## config.mk

```make
export PLATFORM = sky130hd
export DESIGN_NAME = pirq_aggregator
export DESIGN_NICKNAME = d
export VERILOG_FILES = /design/src/rtl/pirq_pkg.sv /design/src/rtl/pirq_sync.sv /design/src/rtl/pirq_tmo_flag.sv /design/src/rtl/pirq_chg_bank.sv /design/src/rtl/pirq_aggregator.sv
export SDC_FILE = /design/constraint.sdc
export NUM_CORES = 1
export LEC_CHECK = 0
export BUFFER_PORTS_ARGS = -buffer_cell sky130_fd_sc_hd__buf_2
export CAP_MARGIN = 20
export CORE_MARGIN = 1
export CORE_UTILIZATION = 50
export DETAILED_ROUTE_END_ITERATION = 10
export PLACE_DENSITY = 0.82
export SYNTH_ARGS = -nofsm -noshare
export SYNTH_HDL_FRONTEND = slang
export SYNTH_HIERARCHICAL = 1
export SYNTH_SLANG_ARGS = --single-unit
```

## constraint.sdc

```tcl
create_clock -name clk -period 2.2 [get_ports clk]
set_clock_uncertainty 0.2 [all_clocks]
set_input_delay 0.22 -clock clk [delete_from_list [all_inputs] [get_ports clk]]
set_output_delay 0.22 -clock clk [all_outputs]
set_load 0.02 [all_outputs]
```

## src/rtl/pirq_pkg.sv

```systemverilog
package pirq_pkg;
   localparam int STAT_W = 8;
   typedef logic [STAT_W-1:0] stat_byte_t;

   function automatic int unsigned bank_count(input int unsigned n_in);
      return n_in / STAT_W;
   endfunction
endpackage

```

## src/rtl/pirq_sync.sv

```systemverilog
module pirq_sync #(
   parameter int W      = 8,
   parameter int STAGES = 2
) (
   input  logic         clk,
   input  logic         rst_n,
   input  logic [W-1:0] d,
   output logic [W-1:0] q
);
   logic [STAGES-1:0][W-1:0] chain_q;

   generate
      if (STAGES < 2) begin : g_bad_stages
         $error("pirq_sync: STAGES must be at least 2");
      end
   endgenerate

   always_ff @(posedge clk or negedge rst_n) begin
      if (!rst_n) chain_q <= '0;
      else        chain_q <= {chain_q[STAGES-2:0], d};
   end

   assign q = chain_q[STAGES-1];
endmodule

```

## src/rtl/pirq_tmo_flag.sv

```systemverilog
module pirq_tmo_flag (
   input  logic clk,
   input  logic rst_n,
   input  logic evt,
   input  logic rd_hit,
   output logic flag
);
   logic flag_q;

   always_ff @(posedge clk or negedge rst_n) begin
      if (!rst_n) flag_q <= 1'b0;
      else        flag_q <= (flag_q & ~rd_hit) | evt;
   end

   assign flag = flag_q;


   evt_during_read_chk: assert property (@(posedge clk) disable iff (!rst_n)
      (rd_hit && evt) |=> flag_q);


   evt_sets_flag_chk: assert property (@(posedge clk) disable iff (!rst_n)
      evt |=> flag_q);
endmodule

```

## src/rtl/pirq_chg_bank.sv

```systemverilog
module pirq_chg_bank
   import pirq_pkg::*;
(
   input  logic       clk,
   input  logic       rst_n,
   input  stat_byte_t din,
   input  stat_byte_t en,
   input  logic       rd_hit,
   output stat_byte_t flags
);
   stat_byte_t prev_q, snap_q, flags_q;
   stat_byte_t ref_v, evt_v, flags_d;

   always_comb begin
      ref_v   = rd_hit ? prev_q : snap_q;
      evt_v   = en & (din ^ ref_v);
      flags_d = (rd_hit ? stat_byte_t'(0) : flags_q) | evt_v;
   end

   always_ff @(posedge clk or negedge rst_n) begin
      if (!rst_n) begin
         prev_q  <= '0;
         snap_q  <= '0;
         flags_q <= '0;
      end else begin
         prev_q  <= din;
         flags_q <= flags_d;
         if (rd_hit) snap_q <= din;
      end
   end

   assign flags = flags_q;


   disabled_quiet_chk: assert property (@(posedge clk) disable iff (!rst_n)
      ((flags_q & ~$past(flags_q) & ~$past(en)) == '0));


   read_clears_chk: assert property (@(posedge clk) disable iff (!rst_n)
      (rd_hit && (din == prev_q)) |=> (flags_q == '0));


   steady_no_reflag_chk: assert property (@(posedge clk) disable iff (!rst_n)
      (rd_hit && (din == prev_q)) ##1 (din == $past(din)) |=> (flags_q == '0));
endmodule

```

## src/rtl/pirq_aggregator.sv

```systemverilog
module pirq_aggregator
   import pirq_pkg::*;
#(
   parameter int NUM_GPIO    = 16,
   parameter int ADDR_W      = 8,
   parameter int SYNC_STAGES = 2,
   parameter int TMO_ADDR    = 'h48,
   parameter int GPIO_BASE   = 'h5A
) (
   input  logic                clk,
   input  logic                rst_n,
   input  logic                tmo_evt,
   input  logic [NUM_GPIO-1:0] gpio_in,
   input  logic [NUM_GPIO-1:0] gpio_irq_en,
   input  logic                rd_stb,
   input  logic [ADDR_W-1:0]   rd_addr,
   output logic [STAT_W-1:0]   rd_data,
   output logic                irq_n
);
   localparam int NUM_BANKS = bank_count(NUM_GPIO);

   generate
      if ((NUM_GPIO % STAT_W) != 0 || NUM_GPIO < STAT_W) begin : g_bad_width
         $error("pirq_aggregator: NUM_GPIO must be a nonzero multiple of 8");
      end
      if (TMO_ADDR >= GPIO_BASE && TMO_ADDR < GPIO_BASE + NUM_BANKS) begin : g_bad_map
         $error("pirq_aggregator: timeout address overlaps input banks");
      end
      if (GPIO_BASE + NUM_BANKS > (1 << ADDR_W) || TMO_ADDR >= (1 << ADDR_W)) begin : g_bad_addr
         $error("pirq_aggregator: register map exceeds address width");
      end
   endgenerate

   logic [NUM_GPIO-1:0]  gpio_s;
   logic                 tmo_hit;
   logic                 tmo_flag;
   logic [NUM_BANKS-1:0] bank_hit;
   logic [NUM_BANKS-1:0] bank_any;
   stat_byte_t           bank_flags [NUM_BANKS];
   stat_byte_t           rd_mux;
   stat_byte_t           rd_q;
   logic                 any_hit;

   pirq_sync #(.W(NUM_GPIO), .STAGES(SYNC_STAGES)) u_sync (
      .clk   (clk),
      .rst_n (rst_n),
      .d     (gpio_in),
      .q     (gpio_s)
   );

   assign tmo_hit = rd_stb && (rd_addr == ADDR_W'(TMO_ADDR));

   pirq_tmo_flag u_tmo (
      .clk    (clk),
      .rst_n  (rst_n),
      .evt    (tmo_evt),
      .rd_hit (tmo_hit),
      .flag   (tmo_flag)
   );

   generate
      for (genvar b = 0; b < NUM_BANKS; b++) begin : g_bank
         localparam logic [ADDR_W-1:0] BANK_ADDR = ADDR_W'(GPIO_BASE + b);

         assign bank_hit[b] = rd_stb && (rd_addr == BANK_ADDR);

         pirq_chg_bank u_bank (
            .clk    (clk),
            .rst_n  (rst_n),
            .din    (gpio_s[b*STAT_W +: STAT_W]),
            .en     (gpio_irq_en[b*STAT_W +: STAT_W]),
            .rd_hit (bank_hit[b]),
            .flags  (bank_flags[b])
         );

         assign bank_any[b] = |bank_flags[b];
      end
   endgenerate

   assign any_hit = tmo_hit | (|bank_hit);

   always_comb begin
      rd_mux = '0;
      if (tmo_hit) rd_mux = {{(STAT_W-1){1'b0}}, tmo_flag};
      for (int b = 0; b < NUM_BANKS; b++) begin
         if (bank_hit[b]) rd_mux = bank_flags[b];
      end
   end

   always_ff @(posedge clk or negedge rst_n) begin
      if (!rst_n)      rd_q <= '0;
      else if (rd_stb) rd_q <= rd_mux;
   end

   assign rd_data = rd_q;
   assign irq_n   = ~(tmo_flag | (|bank_any));


   irq_release_chk: assert property (@(posedge clk) disable iff (!rst_n)
      $rose(irq_n) |-> $past(rd_stb));


   tmo_asserts_irq_chk: assert property (@(posedge clk) disable iff (!rst_n)
      tmo_evt |=> !irq_n);


   unmapped_zero_chk: assert property (@(posedge clk) disable iff (!rst_n)
      (rd_stb && !any_hit) |=> (rd_data == '0));


   unmapped_keeps_chk: assert property (@(posedge clk) disable iff (!rst_n)
      (rd_stb && !any_hit && !irq_n) |=> !irq_n);
endmodule

```

# ---- Word-level counts from Yosys, hierarchy flattened
# Index checks and enable logic that the tools add are counted.
dict set report word_totals {
  reg_bits 89
  in_bits 44
  elab_cells 35
}
dict set report op_classes {
  eq_ne 3
  muxes 7
  bitwise 11
  reduce_logical 4
}
# op n
set op_table {}
lappend op_table {{$mux 8} 6}
lappend op_table {{$eq 8x7->1 const B} 3}
lappend op_table {{$and 8x8->8} 2}
lappend op_table {{$or 8x8->8} 2}
lappend op_table {{$reduce_or 16->1} 1}
lappend op_table {{$xor 8x8->8} 2}
lappend op_table {{$logic_and 1x1->1} 3}
lappend op_table {{$not 1->1} 2}
lappend op_table {{$or 1x1->1} 2}
lappend op_table {{$and 1x1->1} 1}
lappend op_table {{$mux 1} 1}

# ---- Logic depth before layout (Yosys ltp)
dict set report depth {
  depth_word 6
  depth_mapped 10
  mapped_depth_nobuf 6
}

# ---- Hierarchy
# Netlist, hierarchy kept.
# mod n_inst cells_each area_each_um2 seq_area_each_um2
set by_module_without_submodules {}
lappend by_module_without_submodules {pirq_chg_bank 2 59 940.9 600.6}
lappend by_module_without_submodules {pirq_sync 1 48 920.9 800.8}
lappend by_module_without_submodules {pirq_aggregator 1 55 536.8 200.2}
lappend by_module_without_submodules {pirq_tmo_flag 1 3 36.3 25.0}

# ---- Least setup slack after synthesis
# No wires, ideal clock.
dict set report synth_timing {
  path_kind {in2reg}
  from {input rd_stb}
  to {register g_bank[0].u_bank.flags_q[6]}
  setup_ns 0.121
  t_arrival_ns 1.600
  slack_ns 0.279
  cell_stages 10
  path_buffers 4
  path_cell_list {buf_6 nor4bb_4 buf_6 nand4_4 inv_4 buf_6 buf_8 mux2i_1 xnor2_1 a22o_1}
}
dict set report synth_between {
  elab_chain_cells 5
  word_cells_on_any_way 6
  cone_classes {mux: 2; bitwise: 3; reduce/logical: 1}
}
# item line
set synth_lines {}
lappend synth_lines {{from (decl)} pirq_aggregator.sv:15} ;# input logic rd_stb,
lappend synth_lines {{$logic_and 1x1->1 *} pirq_aggregator.sv:65} ;# assign bank_hit[b] = rd_stb && (rd_addr == BANK_ADDR);
lappend synth_lines {{via bank_hit[0]} pirq_aggregator.sv:37} ;# logic [NUM_BANKS-1:0] bank_hit;
lappend synth_lines {{$mux 8} pirq_chg_bank.sv:15} ;# ref_v = rd_hit ? prev_q : snap_q;
lappend synth_lines {{$xor 8x8->8} pirq_chg_bank.sv:16} ;# evt_v = en & (din ^ ref_v);
lappend synth_lines {{$and 8x8->8} pirq_chg_bank.sv:16}
lappend synth_lines {{$or 8x8->8 *} pirq_chg_bank.sv:17} ;# flags_d = (rd_hit ? stat_byte_t'(0) : flags_q) | evt_v;
lappend synth_lines {{via g_bank[0].u_bank.flags_d[6]} pirq_chg_bank.sv:12} ;# stat_byte_t ref_v, evt_v, flags_d;
lappend synth_lines {{to (signal assigned)} pirq_chg_bank.sv:27} ;# flags_q <= flags_d;
lappend synth_lines {{to (decl)} pirq_chg_bank.sv:11} ;# stat_byte_t prev_q, snap_q, flags_q;
# The timed path passes the listed nets; every way through them passes the cells marked *.
# A chain may end at the register's enable or synchronous reset.

# ---- Final worst setup path
dict set report layout_timing {
  from {register g_bank[1].u_bank.flags_q[1]}
  to {output irq_n}
}
dict set report layout_between {
  elab_chain_cells 3
}
# item line
set layout_lines {}
lappend layout_lines {{from (decl)} pirq_chg_bank.sv:11}
lappend layout_lines {{from (signal assigned)} pirq_chg_bank.sv:27}
lappend layout_lines {{$reduce_or 16->1} pirq_aggregator.sv:96} ;# assign irq_n = ~(tmo_flag | (|bank_any));
lappend layout_lines {{$or 1x1->1} pirq_aggregator.sv:96}
lappend layout_lines {{$not 1->1} pirq_aggregator.sv:96}
lappend layout_lines {{to (decl)} pirq_aggregator.sv:18} ;# output logic irq_n
# No other way between the ends.

==> impl_metrics.ini <==
[outcome]
status = finished with violations
failed_checks = design-rule violations

[cts]
clock_insertion_delay_worst_skew_ns = 0.35
cts.sink_count = 89
ctsHtreeMaxLevel = 3
number_of_buffers_inserted_during_clock_tree_synthesis = 9
clk_buf_depth = 2
clock_transition_at_path_regs_ns = 0.08
root_driver = sky130_fd_sc_hd__clkbuf_8
post-cts-setup-buffers = 0
tritoncts_clock_tree = done

[timing]
timing.fmax_mhz = 481
fin_setup_tns_ns = 0
worst_slew_margin_rel = 0.695
worst_margin_slew_ns = 0.458
fin_worst_hold_slack_ns = 0.0538
fin_crit_sh = 0.946
rsz0062_at_grt = no
finalHoldViolCount = 0
finalSetupViolCount = 0
fin_crit_period_ns = 2.08
slew_violations = 0
post-route-worst-setup-slack_ns = 0.119

[drt]
drt_iter0_markers = 94
firstDrtPassIters = 8
via_per_inst = 5.05
wire_per_inst_um = 15.0
antenna_left = 0
totalWireLength_mm = 5.78
drc_errors = 8
detailroute.via_count = 1949

[synthesis]
synth.top_cells.by_area = sky130_fd_sc_hd__dfrtp_1, sky130_fd_sc_hd__mux2_2, sky130_fd_sc_hd__mux2i_1
synth-seq-cells = 89
post_synth_edffs = 0
synth_cell_type_count = 29
synthArstFlopShare = 1.00
syn_area_per_cell_um2 = 15.1
syn-num-nets = 268
synth-seq-area-share = 0.660
ys_warn_count = 6
area_of_the_mapped_netlist_um2 = 3380
netlist.area_leader.share = 0.660
synth_most_common_cell = sky130_fd_sc_hd__dfrtp_1
synth_largest_area_cell = sky130_fd_sc_hd__dfrtp_1
synthesis.instances = 224
synth_flop_cell = sky130_fd_sc_hd__dfrtp_1

[floorplanning]
die_area_um2 = 7080
die_width_um = 84.2
core_rows = 29
floorplan.initialDensity = 0.526
ios = 53
chipHeight_um = 84.2
fp.coreArea_um2 = 6420

[cells_and_area]
areaGrowthSynthToFinish_pct = 21.9
finish.net_count = 349
insertedDiodeCount = 0
fraction_of_final_layout_cells_with_drive_strength_greater_than_1 = 0.304
fillerInstances = 475

[hold_path]
min-delay-path-class = in -> reg
hold_depth = 4

[placement]
dp_worst_setup_slack_ns = 0.0653
routabilityCongestion = 0.784
port_buffers = 52
final_hpwl_from_detailed_placement_mm = 3.77

[global_route]
grt_use_total = 0.185
antenna_violations_before_repair = 0
largest_net_degree_at_the_start_of_global_routing = 39
gr-total-overflow = 0
grt_pass1_vias = 2043
grt_pass1_wl_mm = 9.67

[setup_path]
cp.arrival_ns = 1.66
required_ns = 1.78
critical_path.endpoint_type = primary output
worst_setup_path_start_kind = flip-flop
worstSetupPathType = reg -> out
worst-r2r-cell-count = 3
crit_fanout = 3

[pwr]
power-per-cell-area_nw_per_um2 = 701
power.ir.vdd_worst_mv = 0.467
p_leak_nw = 1.86

[run]
max-cap-violations = 0
final cells by class:
type	count	area, µm²	share of cell area
clock buffers	11	141	0.0344
clock inverters	4	30.0	0.00730
inverters	14	55.1	0.0134
multi-input cells	98	908	0.221
flip-flops and latches	89	2230	0.541
well taps	77	96.3	0.0234
repair buffers	93	656	0.159
layer usage:
metal / part of all wire / global-route usage
met1: 0.42 / 0.220
met2: 0.50 / 0.308
met3: 0.051 / 0.0570
met4: 0.027 / 0.0925
met5: 0 / 0
stage by stage:
step	area, µm²	utilization	total power, mW	instances
floorplan	3380	-	1.84	224
global placement	3590	0.559	1.91	337
detailed placement	3590	0.559	1.92	337
CTS	4110	0.639	2.93	386
global route	4110	0.641	3.02	386
finish	4110	0.641	2.89	386
critical path: stages (launching register included):
cell and delay (ns):
sky130_fd_sc_hd__dfrtp_1 0.45, sky130_fd_sc_hd__nor4_4 0.31, sky130_fd_sc_hd__nand4_1 0.12, sky130_fd_sc_hd__nor4_1 0.21, sky130_fd_sc_hd__buf_2 0.23
report_power, final:
| part | internal (mW) | leakage (nW) | switching (mW) |
|---|---|---|---|
| Sequential | 1.70 | 1.04 | 0.0316 |
| Clock | 0.437 | 0.0854 | 0.521 |
| Combinational | 0.116 | 0.729 | 0.0847 |
path summary, 6_finish.rpt:
kind,startpoint,to,slack [ns]
min reg2reg,u_sync/chain_q[1],u_sync/q[1],0.15
max reg2reg,g_bank[1].u_bank/snap_q[5],g_bank[1].u_bank/flags[5],1.00
max in group asynchronous,rst_n,g_bank[0].u_bank/prev_q[0],0.98
max,g_bank[1].u_bank/flags[1],irq_n,0.12
min,rd_addr[1],u_tmo/flag,0.05
min in group asynchronous,rst_n,u_sync/q[2],0.16
cells by family after synthesis:
group / after synthesis / synth area share
flip-flops: 89 / 0.660
buffers and inverters: 37 / 0.0756
multiplexers: 32 / 0.101
AO/OA/AOI/OAI: 26 / 0.0667
AND/OR/NAND/NOR: 24 / 0.0556
XOR/XNOR: 16 / 0.0415
state kept, by name (all words and copies together), names as in the netlist:
signal,cells
g_bank.u_bank/prev_q,16
g_bank.u_bank/flags,16
u_tmo/flag,1
u_sync/chain_q,16
u_sync/q,16
g_bank.u_bank/snap_q,16
rd_data,8
timing repair:
action                     in CTS  in global routing
resized for setup               1                  1
hold endpoints to repair       68                  0
pin swaps                       0                  0
setup endpoints to repair       1                  1
hold buffers                   34                  0
cell usage in the layout, fill, tap and decap left out, types with 2 or more instances in the layout:
master                          netlist  final
sky130_fd_sc_hd__dfrtp_1             89     89
sky130_fd_sc_hd__buf_2                1     51
sky130_fd_sc_hd__dlygate4sd3_1        0     34
sky130_fd_sc_hd__mux2i_1             16     16
sky130_fd_sc_hd__xnor2_1             16     16
sky130_fd_sc_hd__a22o_1              16     16
sky130_fd_sc_hd__mux2_2              16     16
sky130_fd_sc_hd__inv_1               13     13
sky130_fd_sc_hd__clkbuf_8             0     10
sky130_fd_sc_hd__buf_4               16      8
sky130_fd_sc_hd__nand4_1              7      7
sky130_fd_sc_hd__o221ai_1             5      5
sky130_fd_sc_hd__nor4_1               4      3
sky130_fd_sc_hd__nor3b_1              2      2
sky130_fd_sc_hd__and2b_1              2      2
sky130_fd_sc_hd__a221o_1              2      2
sky130_fd_sc_hd__clkinv_4             0      2
Power figures use the tool's default switching activity.
